===== src/rtl/exc_escalate_pkg.sv =====
package exc_escalate_pkg;

  typedef enum logic [1:0] {
    ST_IDLE   = 2'd0,
    ST_FIRST  = 2'd1,
    ST_DOUBLE = 2'd2,
    ST_TRIPLE = 2'd3
  } esc_state_t;

  localparam int unsigned VEC_DIVIDE  = 0;
  localparam int unsigned VEC_DOUBLE  = 8;
  localparam int unsigned VEC_BAD_TSS = 10;
  localparam int unsigned VEC_SEG_NP  = 11;
  localparam int unsigned VEC_STACK   = 12;
  localparam int unsigned VEC_GENPROT = 13;
  localparam int unsigned VEC_PAGE    = 14;

endpackage


===== src/rtl/exc_pair_check.sv =====
module exc_pair_check
  import exc_escalate_pkg::*;
#(
  parameter int unsigned VW = 8
) (
  input  logic [VW-1:0] first_vec,
  input  logic [VW-1:0] second_vec,
  output logic          escalate
);

  logic first_contrib;
  logic first_page;
  logic second_contrib;
  logic second_page;

  always_comb begin
    second_contrib = (second_vec == VW'(VEC_BAD_TSS)) || (second_vec == VW'(VEC_SEG_NP)) ||
                     (second_vec == VW'(VEC_STACK))   || (second_vec == VW'(VEC_GENPROT));
    second_page    = (second_vec == VW'(VEC_PAGE));
    first_contrib  = (first_vec == VW'(VEC_DIVIDE))  || (first_vec == VW'(VEC_BAD_TSS)) ||
                     (first_vec == VW'(VEC_SEG_NP))  || (first_vec == VW'(VEC_STACK))   ||
                     (first_vec == VW'(VEC_GENPROT));
    first_page     = (first_vec == VW'(VEC_PAGE));
    escalate       = (first_contrib && second_contrib) ||
                     (first_page && (second_contrib || second_page));
  end

endmodule


===== src/rtl/exc_pend_fifo.sv =====
module exc_pend_fifo #(
  parameter int unsigned W     = 24,
  parameter int unsigned DEPTH = 4
) (
  input  logic         clk,
  input  logic         rst,
  input  logic         push,
  input  logic [W-1:0] din,
  input  logic         pop,
  output logic [W-1:0] head,
  output logic         empty
);

  localparam int unsigned AW = (DEPTH > 1) ? $clog2(DEPTH) : 1;
  localparam int unsigned CW = $clog2(DEPTH + 1);

  logic [W-1:0]  mem [DEPTH];
  logic [AW-1:0] rd_q, wr_q;
  logic [CW-1:0] cnt_q;
  logic          do_push, do_pop;

  function automatic logic [AW-1:0] bump(input logic [AW-1:0] p);
    return (p == AW'(DEPTH - 1)) ? '0 : p + AW'(1);
  endfunction

  assign empty   = (cnt_q == '0);
  assign do_pop  = pop && !empty;
  assign do_push = push && ((cnt_q != CW'(DEPTH)) || do_pop);
  assign head    = mem[rd_q];

  always_ff @(posedge clk) begin
    if (do_push) mem[wr_q] <= din;
  end

  always_ff @(posedge clk) begin
    if (rst) begin
      rd_q  <= '0;
      wr_q  <= '0;
      cnt_q <= '0;
    end else begin
      if (do_push) wr_q <= bump(wr_q);
      if (do_pop)  rd_q <= bump(rd_q);
      case ({do_push, do_pop})
        2'b10:   cnt_q <= cnt_q + CW'(1);
        2'b01:   cnt_q <= cnt_q - CW'(1);
        default: cnt_q <= cnt_q;
      endcase
    end
  end

endmodule


===== src/rtl/exc_escalate.sv =====
module exc_escalate
  import exc_escalate_pkg::*;
#(
  parameter int unsigned VW         = 8,
  parameter int unsigned EW         = 16,
  parameter int unsigned PEND_DEPTH = 4
) (
  input  logic          clk,
  input  logic          rst,
  input  logic          exc_valid,
  input  logic [VW-1:0] exc_vector,
  input  logic [EW-1:0] exc_err,
  input  logic          inv_busy,
  input  logic          hdl_present,
  input  logic          dlv_done,
  output logic          dlv_valid,
  output logic [VW-1:0] dlv_vector,
  output logic [EW-1:0] dlv_err,
  output logic          dlv_double,
  output logic          shutdown_req
);

  localparam int unsigned QW = VW + EW;

  esc_state_t    state_q;
  logic [VW-1:0] cur_vec_q;

  logic          pair_hit;
  logic          in_delivery;
  logic          go_triple, go_double, take_idle, finishing;
  logic          bypass, q_push, q_pop, q_empty;
  logic [QW-1:0] q_head;
  logic [VW-1:0] head_vec;
  logic [EW-1:0] head_err;

  exc_pair_check #(.VW(VW)) u_pair (
    .first_vec  (cur_vec_q),
    .second_vec (exc_vector),
    .escalate   (pair_hit)
  );

  exc_pend_fifo #(.W(QW), .DEPTH(PEND_DEPTH)) u_pend (
    .clk   (clk),
    .rst   (rst),
    .push  (q_push),
    .din   ({exc_vector, exc_err}),
    .pop   (q_pop),
    .head  (q_head),
    .empty (q_empty)
  );

  assign {head_vec, head_err} = q_head;

  always_comb begin
    in_delivery = (state_q == ST_FIRST) || (state_q == ST_DOUBLE);
    go_triple   = (state_q == ST_DOUBLE) && inv_busy && (exc_valid || !hdl_present);
    go_double   = (state_q == ST_FIRST) && inv_busy &&
                  ((exc_valid && pair_hit) || !hdl_present);
    take_idle   = (state_q == ST_IDLE) && exc_valid;
    finishing   = in_delivery && dlv_done && !go_triple && !go_double;
    bypass      = finishing && q_empty && exc_valid;
    q_pop       = finishing && !q_empty;
    q_push      = exc_valid && in_delivery && !go_triple && !go_double && !bypass;
  end

  always_ff @(posedge clk) begin
    if (rst) begin
      state_q      <= ST_IDLE;
      cur_vec_q    <= '0;
      dlv_valid    <= 1'b0;
      dlv_vector   <= '0;
      dlv_err      <= '0;
      dlv_double   <= 1'b0;
      shutdown_req <= 1'b0;
    end else begin
      dlv_valid  <= 1'b0;
      dlv_double <= 1'b0;
      if (state_q == ST_TRIPLE) begin
        shutdown_req <= 1'b1;
      end else if (go_triple) begin
        state_q      <= ST_TRIPLE;
        shutdown_req <= 1'b1;
      end else if (go_double) begin
        state_q    <= ST_DOUBLE;
        cur_vec_q  <= VW'(VEC_DOUBLE);
        dlv_valid  <= 1'b1;
        dlv_double <= 1'b1;
        dlv_vector <= VW'(VEC_DOUBLE);
        dlv_err    <= '0;
      end else if (take_idle || bypass) begin
        state_q    <= ST_FIRST;
        cur_vec_q  <= exc_vector;
        dlv_valid  <= 1'b1;
        dlv_vector <= exc_vector;
        dlv_err    <= exc_err;
      end else if (q_pop) begin
        state_q    <= ST_FIRST;
        cur_vec_q  <= head_vec;
        dlv_valid  <= 1'b1;
        dlv_vector <= head_vec;
        dlv_err    <= head_err;
      end else if (finishing) begin
        state_q <= ST_IDLE;
      end
    end
  end

endmodule


===== config.mk =====
export PLATFORM = sky130hd
export DESIGN_NAME = exc_escalate
export DESIGN_NICKNAME = d
export VERILOG_FILES = /design/src/rtl/exc_escalate_pkg.sv /design/src/rtl/exc_pair_check.sv /design/src/rtl/exc_pend_fifo.sv /design/src/rtl/exc_escalate.sv
export SDC_FILE = /design/constraint.sdc
export NUM_CORES = 1
export LEC_CHECK = 0
export BUFFER_PORTS_ARGS = -buffer_cell sky130_fd_sc_hd__buf_2
export CORE_MARGIN = 8
export CORE_UTILIZATION = 35
export DETAILED_ROUTE_END_ITERATION = 6
export GPL_TIMING_DRIVEN = 0
export SYNTH_ARGS = -nofsm -noshare
export SYNTH_HDL_FRONTEND = slang
export SYNTH_SLANG_ARGS = --single-unit

===== constraint.sdc =====
create_clock -name clk -period 4.39 [get_ports clk]
set_clock_uncertainty 0.15 [all_clocks]
set_input_delay 0.6585 -clock clk [delete_from_list [all_inputs] [get_ports clk]]
set_output_delay 0.6585 -clock clk [all_outputs]
set_load 0.03 [all_outputs]

==> flow_summary.toml <==
[routing]
routedWlPerCell_um = 19.5
drtPass1Iterations = 5
vias_per_cell = 5.40
drt_iter0_markers = 259
drc = 0
antenna_left = 0
finalWirelength_um = 14200
num_vias = 3936

[placed_design]
gp_congestion = 0.846
dp_hpwl_um = 9440
io_buffers = 56

[min_path]
hold_path_class = "reg2reg"

[worst_setup_path]
path_class = "reg2reg"
cp.required_ps = 4540
critPathMaxFanout = 10
cp_cell_sequence = "a21bo_2, a2111oi_2, and3_4, buf_6, nor3_1, fa_1, or3_1, a211oi_1, mux2_1"
max_stage_delay_ps = 590
endpoint_kind = "flop"
critPathArrivalTime_ps = 3590
slowest_stage = "a2111oi_2"
path_delay_family = "compound AO/OA/AOI/OAI gates"
startpoint_type = "flop"
path_buf_inv = 1

[global_routing]
grt_pass1_vias = 4098
antenna_found_initial = 1
overflow = 0
grt_max_degree = 25
grtUsageTotal_pct = 13.5
grt_pass1_wl_um = 22400

[sta]
drv_slew = 0
max_freq_mhz = 291
post-route-min-period_ps = 3440
final.setup.tns_ps = 0
finalSetupViolations = 0
finalHoldViolations = 0
post-route-period-util_pct = 78.3
rsz0062_at_grt = "no"
worst_pin_slew_ps = 1280
slew_headroom_pct = 14.7

[clock_network]
clkLatencyLatePin_ps = 420
cts_resized = 0
cts_setup_buffers = 0
cts-buffers-inserted = 17
h-tree-depth = 4
cts.sinks = 134
clock_path_buffers = 2
hold_buffers = 0
cts_tree = "yes"
cts_root_buf = "clkbuf_16"
clk_pin_slew_ps = 60

[final_layout]
syn2layout_area_growth_pct = 20.6
multi_input_area_mm2 = 0.00211
n_antenna_cell = 0
nets = 536
drive_gt1_share_pct = 28.5
fillers = 1532
seqCellArea_mm2 = 0.00364

[power_and_ir_drop]
seqPwrFrac_pct = 41.7
clockPowerShare_pct = 43.5
p_comb_share_pct = 14.7
sw_frac_of_total_pct = 25.7
p_int_uw = 2600
p_leak_uw = 0.00258
total_power_uw = 3500
p_per_area_mw_per_mm2 = 488
p_sw_uw = 898
ir_drop_mv = 0.281

[synthesis]
synthTopCellsByArea = "edfxtp_1, dfxtp_1, mux4_2, a22o_1, nand2_1"
synth_cell_types = 57
syn_avg_cell_area_um2 = 14.2
ys.warnings.count = 0
post-synth-top-count-cell = "edfxtp_1"
netlist_top_cells_count = "edfxtp_1, nand2_1, dfxtp_1"
synth_edf_count = 96
synth.largest_area_cell = "edfxtp_1"
async_reset_ff_share_pct = 0
syn_inst = 420
ys_seq_area_share_pct = 61.3
synth_top_area_share_pct = 48.5
synth_fp_nets = 460
syn_area_mm2 = 0.00595
synth-seq-cells = 134
synth_ff_type = "edfxtp_1"

[outcome]
outcome = "complete, no violations"

[die]
dieArea_mm2 = 0.0214
fp.dieW_um = 146
die_h_um = 146
rows = 47
coreArea_mm2 = 0.0166
initial_utilization_pct = 35.9
ioPinCount = 57

[job]
maxCapViolCount = 0
worst reg2reg max path, delay by kind of cell (launching register included):
| family | cells | cell delay [ps] |
|---|---|---|
| AOI/OAI and AO/OA | 3 | 1110 |
| and+or+nand+nor | 3 | 750 |
| DFF | 1 | 430 |
| adders and majority gates | 1 | 400 |
| muxes | 1 | 340 |
| buffers and inverters | 1 | 150 |
cells by family after synthesis:
group	after synthesis	synth area share (%)
fa+ha+maj	10	2.23
flops	134	61.3
simple gates	118	10.2
compound gates	89	12.6
mux	31	10.3
buf+inv	38	3.34
layout make-up:
class,instances,share of cell area (%)
Buffer,28,2.25
Clock buffer,20,6.51
Clock inverter,12,2.42
Inverter,10,0.523
Multi-Input combinational cell,248,29.4
Sequential cell,134,50.8
Tap cell,220,3.84
Timing Repair Buffer,57,4.29
sequential cells by signal, summed over array words and instances (netlist names), named ones only:
signal / flops
cur_vec_q: 8
dlv_double: 1
dlv_err: 16
dlv_valid: 1
shutdown_req: 1
state_q: 2
u_pend.cnt_q: 3
u_pend.mem: 96
u_pend.rd_q: 2
u_pend.wr_q: 2
final timing paths:
kind / from / to / slack, ps / depth (start not counted)
worst max-delay path: cur_vec_q[3] / u_pend.cnt_q[2] / 950 / 9
worst min-delay path: dlv_err[10] / dlv_err[10] / 320 / 1
worst max register to register: cur_vec_q[3] / u_pend.cnt_q[2] / 950 / 9
worst min register to register: dlv_err[10] / dlv_err[10] / 320 / 1
stage by stage:
stage          worst slack, ps  instances  utilization, %  instance area, um2  hold slack [ps]
2_1_floorplan              914        420               -                5950              316
3_3_place_gp               598        696            39.2                6500              303
3_5_place_dp               594        697            39.4                6530              308
4_1_cts                    861        729            43.3                7170              311
5_1_grt                    609        729            43.3                7170              318
6_report                   954        729            43.3                7170              322
placed cells by master, fill, tap and decap left out, types with 2 or more instances in the layout:
master      n
clkinv_2    4
and2_2      2
buf_6       5
nor2b_1     5
nand3_1     4
inv_1      10
clkbuf_8    3
or3_1       2
dfxtp_1    38
nor3_1      4
o31ai_1     4
edfxtp_1   96
nand3b_1    2
nand2b_1    3
and3_1      2
mux4_2     24
mux2_1      2
a31oi_1     3
bufinv_16   4
a22o_1     23
o211ai_1   21
and2_1      4
a21bo_2     2
o21ai_0     9
nor2_1     10
nand2_1    48
buf_2      65
a21oi_1     8
mux2i_1     5
nand4_1    24
buf_1       2
ha_1        9
clkbuf_16  17
buf_4       2
a211oi_1    2
clkinv_4    2
clkbuf_1   10
metal layers:
layer	track usage, %	part of all wire [%]
met1	16.2	43
met5	0	0.063
met3	3.99	6.6
met4	4.79	0.84
met2	22.6	49
power groups by stage:
stage          Combinational [uW]  Clock [uW]  Sequential (uW)
2_1_floorplan                 282           0             1550
3_3_place_gp                  504           0             1490
3_5_place_dp                  519           0             1490
4_1_cts                       521        1540             1460
5_1_grt                       561        1590             1470
6_report                      516        1520             1460
Power figures use the tool's default switching activity.
